`src/rtl/dcs_pkg.sv`:
```
package dcs_pkg;

   typedef enum logic [1:0] {
      OP_PALL = 2'b00,
      OP_REF  = 2'b01,
      OP_MRS  = 2'b10,
      OP_NOP  = 2'b11
   } dcs_op_e;

   typedef struct packed {
      logic cs_n;
      logic ras_n;
      logic cas_n;
      logic we_n;
   } dcs_pins_t;

   localparam dcs_pins_t PINS_IDLE = '{cs_n: 1'b1, ras_n: 1'b1, cas_n: 1'b1, we_n: 1'b1};

   // controller-command codes
   localparam logic [2:0] CTL_CONFIG = 3'b100;
   localparam logic [2:0] CTL_READY  = 3'b000;

   // word indexes on the register bus
   localparam int W_STAT   = 0;
   localparam int W_CTRL   = 1;
   localparam int W_DIRECT = 2;
   localparam int W_REFPRD = 4;
   localparam int W_TBASE  = 5;

   // timing slots starting at W_TBASE
   localparam int N_TSLOT = 8;
   localparam int TS_CAS  = 0;
   localparam int TS_RSVD = 1;
   localparam int TS_MRD  = 2;
   localparam int TS_RFC  = 6;
   localparam int TS_RP   = 7;

   // command-word fields
   localparam int OP_LSB = 18;
   localparam int BA_LSB = 16;
   localparam int PALL_BIT = 10;

   function automatic dcs_pins_t op_pins(input dcs_op_e op);
      dcs_pins_t p;
      case (op)
         OP_NOP:  p = '{cs_n: 1'b0, ras_n: 1'b1, cas_n: 1'b1, we_n: 1'b1};
         OP_PALL: p = '{cs_n: 1'b0, ras_n: 1'b0, cas_n: 1'b1, we_n: 1'b0};
         OP_REF:  p = '{cs_n: 1'b0, ras_n: 1'b0, cas_n: 1'b0, we_n: 1'b1};
         default: p = '{cs_n: 1'b0, ras_n: 1'b0, cas_n: 1'b0, we_n: 1'b0};
      endcase
      return p;
   endfunction

endpackage

```
`src/rtl/dcs_down_counter.sv`:
```
module dcs_down_counter #(
   parameter int W = 8
) (
   input  logic         clk,
   input  logic         rst_n,
   input  logic         load,
   input  logic [W-1:0] load_val,
   input  logic         en,
   output logic [W-1:0] cnt
);

   always_ff @(posedge clk or negedge rst_n) begin
      if (!rst_n)
         cnt <= '0;
      else if (load)
         cnt <= load_val;
      else if (en && (cnt != '0))
         cnt <= cnt - W'(1);
   end

endmodule

```
`src/rtl/dcs_timing_regs.sv`:
```
module dcs_timing_regs
   import dcs_pkg::*;
#(
   parameter int IDX_W   = 10,
   parameter int TIME_W  = 6,
   parameter int REF_W   = 16,
   parameter int REF_RST = 1038
) (
   input  logic              clk,
   input  logic              rst_n,
   input  logic              wr_en,
   input  logic [IDX_W-1:0]  idx,
   input  logic [REF_W-1:0]  wdata,
   output logic [REF_W-1:0]  rd_data,
   output logic [REF_W-1:0]  refresh_prd,
   output logic [TIME_W-1:0] t_mrd,
   output logic [TIME_W-1:0] t_rfc,
   output logic [TIME_W-1:0] t_rp
);

   localparam int SL_W = $clog2(N_TSLOT);

   logic [TIME_W-1:0] slot_q [N_TSLOT];
   logic [IDX_W-1:0]  rel;

   always_ff @(posedge clk or negedge rst_n) begin
      if (!rst_n)
         refresh_prd <= REF_W'(REF_RST);
      else if (wr_en && idx == IDX_W'(W_REFPRD))
         refresh_prd <= wdata;
   end

   generate
      for (genvar i = 0; i < N_TSLOT; i++) begin : g_slot
         if (i == TS_RSVD) begin : g_rsvd
            assign slot_q[i] = '0;
         end else begin : g_reg
            logic [TIME_W-1:0] q;
            always_ff @(posedge clk or negedge rst_n) begin
               if (!rst_n)
                  q <= '0;
               else if (wr_en && idx == IDX_W'(W_TBASE + i))
                  q <= wdata[TIME_W-1:0];
            end
            assign slot_q[i] = q;
         end
      end
   endgenerate

   assign rel = idx - IDX_W'(W_TBASE);

   always_comb begin
      rd_data = '0;
      if (idx == IDX_W'(W_REFPRD))
         rd_data = refresh_prd;
      else if (rel < IDX_W'(N_TSLOT))
         rd_data = REF_W'(slot_q[rel[SL_W-1:0]]);
   end

   assign t_mrd = slot_q[TS_MRD];
   assign t_rfc = slot_q[TS_RFC];
   assign t_rp  = slot_q[TS_RP];

endmodule

```
`src/rtl/dcs_cmd_drive.sv`:
```
module dcs_cmd_drive
   import dcs_pkg::*;
#(
   parameter int ROW_W  = 14,
   parameter int BANK_W = 2
) (
   input  logic              clk,
   input  logic              rst_n,
   input  logic              issue,
   input  dcs_op_e           op,
   input  logic [BANK_W-1:0] ba_in,
   input  logic [ROW_W-1:0]  row_in,
   output dcs_pins_t         pins,
   output logic [BANK_W-1:0] ba,
   output logic [ROW_W-1:0]  addr
);

   localparam logic [ROW_W-1:0] PALL_ADDR = ROW_W'(1) << PALL_BIT;

   always_ff @(posedge clk or negedge rst_n) begin
      if (!rst_n) begin
         pins <= PINS_IDLE;
         ba   <= '0;
         addr <= '0;
      end else if (issue) begin
         pins <= op_pins(op);
         ba   <= (op == OP_MRS) ? ba_in : '0;
         case (op)
            OP_MRS:  addr <= row_in;
            OP_PALL: addr <= PALL_ADDR;
            default: addr <= '0;
         endcase
      end else begin
         pins <= PINS_IDLE;
         ba   <= '0;
         addr <= '0;
      end
   end

endmodule

```
`src/rtl/dram_cmd_seq.sv`:
```
module dram_cmd_seq
   import dcs_pkg::*;
#(
   parameter int DATA_W  = 32,
   parameter int ADDR_W  = 12,
   parameter int ROW_W   = 14,
   parameter int BANK_W  = 2,
   parameter int TIME_W  = 6,
   parameter int REF_W   = 16,
   parameter int REF_RST = 1038
) (
   input  logic              clk,
   input  logic              rst_n,
   input  logic              reg_wr,
   input  logic [ADDR_W-1:0] reg_addr,
   input  logic [DATA_W-1:0] reg_wdata,
   output logic [DATA_W-1:0] reg_rdata,
   output logic              dram_cs_n,
   output logic              dram_ras_n,
   output logic              dram_cas_n,
   output logic              dram_we_n,
   output logic [BANK_W-1:0] dram_ba,
   output logic [ROW_W-1:0]  dram_addr
);

   localparam int IDX_W = ADDR_W - 2;

   generate
      if (ROW_W <= PALL_BIT) begin : g_bad_row
         $error("ROW_W must exceed the precharge-all address bit");
      end
      if (BANK_W != 2) begin : g_bad_bank
         $error("BANK_W must be 2 to match the command-word bank field");
      end
      if (DATA_W <= OP_LSB + 2 || DATA_W < REF_W) begin : g_bad_data
         $error("DATA_W too narrow for the command word or refresh period");
      end
      if (ADDR_W < 7) begin : g_bad_addr
         $error("ADDR_W too narrow for the register map");
      end
      if (REF_W < 2 || REF_RST >= (1 << REF_W)) begin : g_bad_ref
         $error("REF_W too narrow for REF_RST");
      end
   endgenerate

   logic [IDX_W-1:0]  idx;
   logic              wr_ctrl, wr_dir, wr_tim;
   logic              ready_q, pend_q, err_q;
   logic              busy, want_ready, ready_go;
   logic              dir_ok, dir_bad, ref_due, issue;
   dcs_op_e           sw_op, issue_op;
   logic [TIME_W-1:0] gap_val, gap_cnt;
   logic [TIME_W-1:0] t_mrd, t_rfc, t_rp;
   logic [REF_W-1:0]  refresh_prd, ref_cnt, tim_rd;
   dcs_pins_t         pins;
   logic              unused_bits;

   assign unused_bits = ^{reg_addr, reg_wdata};

   assign idx     = reg_addr[ADDR_W-1:2];
   assign wr_ctrl = reg_wr && idx == IDX_W'(W_CTRL);
   assign wr_dir  = reg_wr && idx == IDX_W'(W_DIRECT);
   assign wr_tim  = reg_wr && !ready_q;
   assign sw_op   = dcs_op_e'(reg_wdata[OP_LSB+1:OP_LSB]);

   assign busy    = gap_cnt != '0;
   assign dir_ok  = wr_dir && !ready_q && !busy;
   assign dir_bad = wr_dir && !dir_ok;
   assign ref_due = ready_q && (ref_cnt <= REF_W'(1));
   assign issue   = dir_ok || ref_due;
   assign issue_op = ref_due ? OP_REF : sw_op;

   always_comb begin
      case (issue_op)
         OP_PALL: gap_val = t_rp;
         OP_REF:  gap_val = t_rfc;
         OP_MRS:  gap_val = t_mrd;
         default: gap_val = '0;
      endcase
   end

   // controller state: config <-> ready, ready deferred past any gap
   assign want_ready = (wr_ctrl && reg_wdata[2:0] == CTL_READY) || pend_q;
   assign ready_go   = want_ready && !busy && !ready_q;

   always_ff @(posedge clk or negedge rst_n) begin
      if (!rst_n) begin
         ready_q <= 1'b0;
         pend_q  <= 1'b0;
         err_q   <= 1'b0;
      end else begin
         err_q <= err_q | dir_bad;
         if (wr_ctrl && reg_wdata[2:0] == CTL_CONFIG) begin
            ready_q <= 1'b0;
            pend_q  <= 1'b0;
         end else if (ready_go) begin
            ready_q <= 1'b1;
            pend_q  <= 1'b0;
         end else begin
            pend_q  <= want_ready && !ready_q;
         end
      end
   end

   dcs_timing_regs #(
      .IDX_W(IDX_W), .TIME_W(TIME_W), .REF_W(REF_W), .REF_RST(REF_RST)
   ) u_tregs (
      .clk(clk), .rst_n(rst_n), .wr_en(wr_tim), .idx(idx),
      .wdata(reg_wdata[REF_W-1:0]), .rd_data(tim_rd), .refresh_prd(refresh_prd),
      .t_mrd(t_mrd), .t_rfc(t_rfc), .t_rp(t_rp)
   );

   dcs_down_counter #(.W(TIME_W)) u_gap (
      .clk(clk), .rst_n(rst_n), .load(issue), .load_val(gap_val),
      .en(1'b1), .cnt(gap_cnt)
   );

   dcs_down_counter #(.W(REF_W)) u_refresh (
      .clk(clk), .rst_n(rst_n), .load(ready_go || ref_due), .load_val(refresh_prd),
      .en(ready_q), .cnt(ref_cnt)
   );

   dcs_cmd_drive #(.ROW_W(ROW_W), .BANK_W(BANK_W)) u_drive (
      .clk(clk), .rst_n(rst_n), .issue(issue), .op(issue_op),
      .ba_in(reg_wdata[BA_LSB+BANK_W-1:BA_LSB]), .row_in(reg_wdata[ROW_W-1:0]),
      .pins(pins), .ba(dram_ba), .addr(dram_addr)
   );

   assign dram_cs_n  = pins.cs_n;
   assign dram_ras_n = pins.ras_n;
   assign dram_cas_n = pins.cas_n;
   assign dram_we_n  = pins.we_n;

   always_comb begin
      if (idx == IDX_W'(W_STAT))
         reg_rdata = DATA_W'({err_q, busy, 1'b0, ready_q});
      else
         reg_rdata = DATA_W'(tim_rd);
   end

endmodule

```
`config.mk`:
```
export PLATFORM = sky130hd
export DESIGN_NAME = dram_cmd_seq
export DESIGN_NICKNAME = d
export VERILOG_FILES = /design/src/rtl/dcs_pkg.sv /design/src/rtl/dcs_down_counter.sv /design/src/rtl/dcs_timing_regs.sv /design/src/rtl/dcs_cmd_drive.sv /design/src/rtl/dram_cmd_seq.sv
export SDC_FILE = /design/constraint.sdc
export NUM_CORES = 1
export LEC_CHECK = 0
export BUFFER_PORTS_ARGS = -buffer_cell sky130_fd_sc_hd__buf_2
export CORE_MARGIN = 2
export CORE_UTILIZATION = 54
export DETAILED_ROUTE_END_ITERATION = 8
export PLACE_DENSITY = 0.86
export SLEW_MARGIN = 20
export SYNTH_ARGS = -nofsm -noshare
export SYNTH_HDL_FRONTEND = slang
export SYNTH_SLANG_ARGS = --single-unit
```
`constraint.sdc`:
```
create_clock -name clk -period 5.93 [get_ports clk]
set_input_delay 1.186 -clock clk [delete_from_list [all_inputs] [get_ports clk]]
set_output_delay 1.186 -clock clk [all_outputs]
set_load 0.05 [all_outputs]
```
**Word level (Yosys, flattened, before mapping)**

Cells that the tools add are included.

- Register bits after elaboration: 103
- Bits of input ports: 47
- Output and inout port bits: 52
- Logic and storage cells: 98

- Add/subtract/negate cells: 3
- $lt $le $gt $ge: 3
- Eq/ne operators: 14
- Mux-type cells: 22
- Bitwise logic cells: 2
- Reductions and logical operators: 35

Operators with widths:

| cell | count |
|---|---|
| $mux 16 | 4 |
| $eq 10x4->1 const B | 5 |
| $eq 10x3->1 const B | 3 |
| $mux 6 | 5 |
| $pmux 14 s2 | 1 |
| $logic_and 1x1->1 | 21 |
| $bmux 6 s3 | 1 |
| $pmux 6 s3 | 1 |
| $le 16x1->1 const B | 1 |
| $reduce_bool 16->1 | 1 |
| $sub 16x1->16 const B | 1 |
| $mux 14 | 1 |
| $eq 10x1->1 const B | 1 |
| $eq 10x2->1 const B | 1 |
| $logic_not 10->1 | 1 |
| $lt 10x4->1 const B | 1 |
| $sub 10x3->10 const B | 1 |
| $pmux 3 s3 | 1 |
| $mux 2 | 3 |
| $reduce_bool 2->1 | 3 |
| $reduce_bool 6->1 | 1 |
| $sub 6x1->6 const B | 1 |
| $eq 2x2->1 const B | 2 |
| $ge 4x4->1 const B | 1 |
| 10 further kinds | 17 |

**Longest topological paths before layout**

- Depth after elaboration: 8
- Mapped depth: 11
- Depth with buffers taken out: 11

**By module**

A second synthesis with hierarchy kept.

- Cells, all modules: 501
- Area total of the unflattened synthesis: 5731.7 um2

By module, submodules not included:

| module | times used | cells each | area each (um2) | sequential area each (um2) |
|---|---|---|---|---|
| dcs_timing_regs | 1 | 204 | 2895.3 | 1456.4 |
| dcs_down_counter (u_refresh) | 1 | 119 | 1034.7 | 400.4 |
| dcs_cmd_drive | 1 | 49 | 713.2 | 505.5 |
| dram_cmd_seq | 1 | 87 | 680.7 | 75.1 |
| dcs_down_counter (u_gap) | 1 | 42 | 407.9 | 150.1 |

**Worst setup path before layout**

No wires, ideal clock.

- Kind: input to output
- From: in reg_addr[2]
- To: out reg_rdata[2]
- Arrival time: 4111 ps
- Data required time: 4744 ps
- Setup slack: 633 ps
- Stages on the path: 11
- Path buffers: 3
- Cells stage by stage: clkbuf_1 -> clkinv_1 -> ha_1 -> clkbuf_1 -> clkbuf_1 -> mux2i_1 -> nor2_1 -> a21oi_1 -> a21oi_1 -> o211ai_1 -> a22oi_1

- Cells in the longest elaborated chain, start to end: 8
- Elaborated cells between the ends (all ways): 11
- Those cells by class: 1 x add/sub; 1 x order compare; 1 x eq/ne; 6 x mux; 1 x bitwise; 1 x reduce/logical

RTL lines:

| item | RTL line | source |
|---|---|---|
| start: declaration | dram_cmd_seq.sv:15 | `input logic [ADDR_W-1:0] reg_addr,` |
| branches (longest 7 deep; another with $sub 10x3->10) | -- |  |
| $mux 16 * | dram_cmd_seq.sv:135 | `if (idx == IDX_W'(W_STAT))` |
| end: declaration | dram_cmd_seq.sv:17 | `output logic [DATA_W-1:0] reg_rdata,` |

Mark *: on every way between the ends. The select of a mux whose other input is x is not followed.

**Final worst setup path**

Ends and elaborated chain as after synthesis.

==> run summary <==
The flow ran to the end, and the final reports show no timing, DRC or antenna violations. The area of the die came out at 10,700 um^2. For this design, the sink count on the clock tree is 103. The measured slew at the worst slew-check pin came out at 922 ps. The post-CTS clock slew at the launch and capture registers of the worst setup and hold paths is 100 ps. The worst setup timing slack at the placement stage came out at 787 ps. The required time at the endpoint of the critical path is 4740 ps. The worst setup path is launched from a primary input. The routed design uses 754 um of met3 wire. Registers are responsible for 54.7% of the overall power. The maximum VDD drop is 0.171 mV.

After detailed routing, the wire length on met1 is 4910 um. The detailed-routing iteration count for the pre-antenna-repair pass came out at 6. The multi-input combinational cells in the finished layout cover a total of 2510 um^2. The total area inside the core boundary comes to 9680 um^2.

For this run, the slowest stage of the critical path takes 900 ps. The final critical-path setup slack is 780 ps. The residual DRC count is 0. The analysis attributes to cell leakage a power of 2.90 nW. The net switching power came out at 0.439 mW.

The mapped cell area is 5320 um^2. The placed wire-length estimate came out at 8900 um. The final count of negative-setup-slack endpoints is 0. The vias per cell came out at 5.86. At the end of routability-driven placement, the weighted congestion stood at 0.881.

The part of the Yosys area used for sequential elements came out at 48.7%. The maximum fanout along the worst path is 14. The number of unique standard cell types used by synthesis came out at 55. Setup repair after global routing left no endpoint under its margin. The total placed instance area is 5680 um^2. In the synthesized netlist, the cells that appear most often are 95 x dfrtp_1, 58 x mux2_2, 32 x nand2_1, 25 x nor2_1, 21 x o21ai_0. Summed over all instances, the cell type with the most area after synthesis is dfrtp_1.

The layout net count came out at 597. The clock period could shrink to 5150 ps. The summed negative setup slack over all endpoints is 0 ps. The number of warnings reported in the yosys synthesis log is 0. The overall power consumption is 1.45 mW. The fraction of synthesis flops using an asynchronous set or reset pin came out at 100%. The count of nets left with antenna violations after detail routing is 0.

The internal power came out at 1.01 mW. The max capacitance violation total came out at 0. The number of antenna diodes in the final layout is 0.

The worst path arrival time came out at 3960 ps. The clock network power share came out at 28.1%. The number of inserted filler cells in the final layout is 788. The worst slew margin relative to its limit came out at 38.3%.

The port buffer count is 68. In the synthesized netlist the dominant register cell turns out to be dfrtp_1. Summed over its instances, the top area cell type makes up 44.7% of the synthesized netlist area.

TritonCTS built the clock tree. The type of the setup path with the least slack is in -> out. The top layer used by detailed routing is met4.

The via count of the first global-routing pass is 4,053. At the later pin of the worst-skew pair, clock insertion delay measures 380 ps. In the post-synthesis netlist, the biggest area contributors are dfrtp_1 45%, mux2_2 12%, dfstp_2 4.0%, ha_1 3.3%, mux4_2 2.5%. The cell class contributing the biggest share of worst-path delay is adder cells. The fmax is 0.194 GHz.

The maximum clock skew at final layout came out at 16.9 ps. Combinational logic burns 17.2% of the power. The number of antenna violations at the first check in global routing came to 0. The number of synthesized flops with an enable pin came out at 0. The maximum number of pins on one net before global-route repair came out at 55. The hold-fix buffer count after cts is 0. The number of violations reported at the end of detailed-routing iteration 0 came out at 264. The setup fix buffers added after clock tree synthesis is 0. After layout, the worst path uses 86.8% of the clock period. The starting utilization of the core area came out at 54.9%. The I/O pin count is 99.

Walking the worst path, the cells encountered are buf_2 -> clkinv_1 -> ha_1 -> mux4_2 -> nor2_1 -> a21oi_1 -> o211ai_1 -> a22oi_1 -> buf_2. dfrtp_1 is the most common cell in the netlist. The number of hold-slack violations in the final timing report came out at 0. The via count of the routed design is 3,949.

The cell occurring most often along the worst timing path is buf_2. The clock tree root buffer cell is clkbuf_8. The capturing element type of the critical path is a primary output. The flip-flop and latch count after synthesis is 103. The min-delay analysis places its worst path in the category reg -> reg.

Measured along the x axis, the die boundary spans 103 um. The switching power share of the total is 30.3%. The final max-slew violation count came to 0. The floorplan has 36 rows. The total routed wirelength is 12,300 um.

The combined buffer and inverter count along the critical path is 3. The wire length per cell is 18.3 um. The number of H-tree levels is 3. The wire length on met2 is 6130 um. The total clock buffers created by CTS is 9. The final instance area is 5850 um^2. The maximum buffer depth of the clock tree is 2.

The first-pass GRT wire length came out at 20,000 um. The instance count of the mapped netlist came out at 478. The number of instances resized during post-cts repair is 0.

The combined flip-flop and latch cell area came out at 2590 um^2. Dividing total power by cell area gives a power density of 248 nW/um^2. The post-route netlist has 30.7% of its cells at a drive strength greater than 1. Summed over all layers, the global routing overflow is 0. The relative area change from synthesis to final layout came out at 10.1%.

The synthesized area per cell is 11.1 um^2. The total track usage came out at 25.0%. The y dimension of the die is 103 um. Among all stages on the critical path, the largest delay is contributed by ha_1.
==> cells by family after synthesis <==
kind of cell,after synthesis,share of synthesized area (%)
AOI/OAI and AO/OA,72,9.13
and+or+nand+nor,151,15.3
xor gates and xnor gates,12,1.98
buffers and inverters,53,5.20
muxes,72,16.3
adders and majority gates,14,3.30
other,1,0.0706
DFF,103,48.7
==> cell usage in the layout, fill, tap and decap left out, types with 10 or more instances in the layout <==
cell type   n
dfrtp_1    95
and3_1     14
and2_1     18
ha_1       14
nand2_1    32
clkbuf_8   10
buf_2      67
nor2_1     25
a21oi_1    12
o21ai_0    21
inv_1      14
conb_1     16
mux2_2     58
nor3_1     14
==> path summary, 6_finish.rpt <==
| kind | to | slack, ps | start | cells after the start |
|---|---|---|---|---|
| min in group asynchronous | u_tregs.refresh_prd[12]$_DFFE_PN0P_ | 810 | rst_n | 1 |
| max reg2reg | u_gap.cnt[4]$_DFFE_PN0P_ | 2700 | u_refresh.cnt[11]$_DFFE_PN0P_ | 9 |
| max in group asynchronous | u_tregs.g_slot[4].g_reg.q[2]$_DFFE_PN0P_ | 4000 | rst_n | 2 |
| min reg2reg | u_refresh.cnt[7]$_DFFE_PN0P_ | 500 | u_tregs.refresh_prd[7]$_DFFE_PN0P_ | 2 |
| min | u_refresh.cnt[7]$_DFFE_PN0P_ | 500 | u_tregs.refresh_prd[7]$_DFFE_PN0P_ | 2 |
| max | reg_rdata[2] | 780 | reg_addr[2] | 9 |
==> registers in the layout, indices dropped and copies added, names as in the netlist <==
register and count:
u_tregs.g_slot.g_reg.q 24, u_refresh.cnt 16, u_tregs.refresh_prd 16, u_drive.addr 14, u_gap.cnt 6, u_tregs.t_mrd 6
u_tregs.t_rfc 6, u_tregs.t_rp 6, u_drive.pins 4, u_drive.ba 2, err_q 1, pend_q 1
ready_q 1
==> per-layer routing <==
layer,GRT usage [%],up-vias
met5,0,-
met4,12.6,0
met3,5.51,40
met2,41.0,173
met1,31.4,1937
li1,-,1799
==> per-stage QoR <==
stage	hold WS [ps]	instances	utilization, %
2_1_floorplan	442	493	-
3_3_place_gp	481	658	58.6
3_5_place_dp	491	658	58.6
4_1_cts	503	674	60.4
5_1_grt	526	674	60.4
6_report	496	674	60.4
==> power groups by stage <==
stage / clock network [mW] / registers [mW] / logic [mW]
after floorplan: 0 / 0.793 / 0.186
after global placement: 0 / 0.799 / 0.229
after detailed placement: 0 / 0.804 / 0.244
after CTS: 0.416 / 0.790 / 0.249
after global routing: 0.450 / 0.798 / 0.279
final: 0.408 / 0.792 / 0.249
==> cell type report <==
| class | instances | share of cell area [%] |
|---|---|---|
| Tap cell | 133 | 2.84 |
| Timing Repair Buffer | 70 | 6.12 |
| Clock buffer | 11 | 2.42 |
| Sequential cell | 103 | 44.2 |
| Multi-Input combinational cell | 337 | 42.9 |
| Clock inverter | 5 | 0.556 |
| Inverter | 15 | 0.963 |
==> worst min-delay path, stage by stage, from the launching register on <==
cell	delay (ps)
dfrtp_1	360
nand2_1	60
o21ai_0	60
Note: power is estimated with default switching activity, not from simulation.
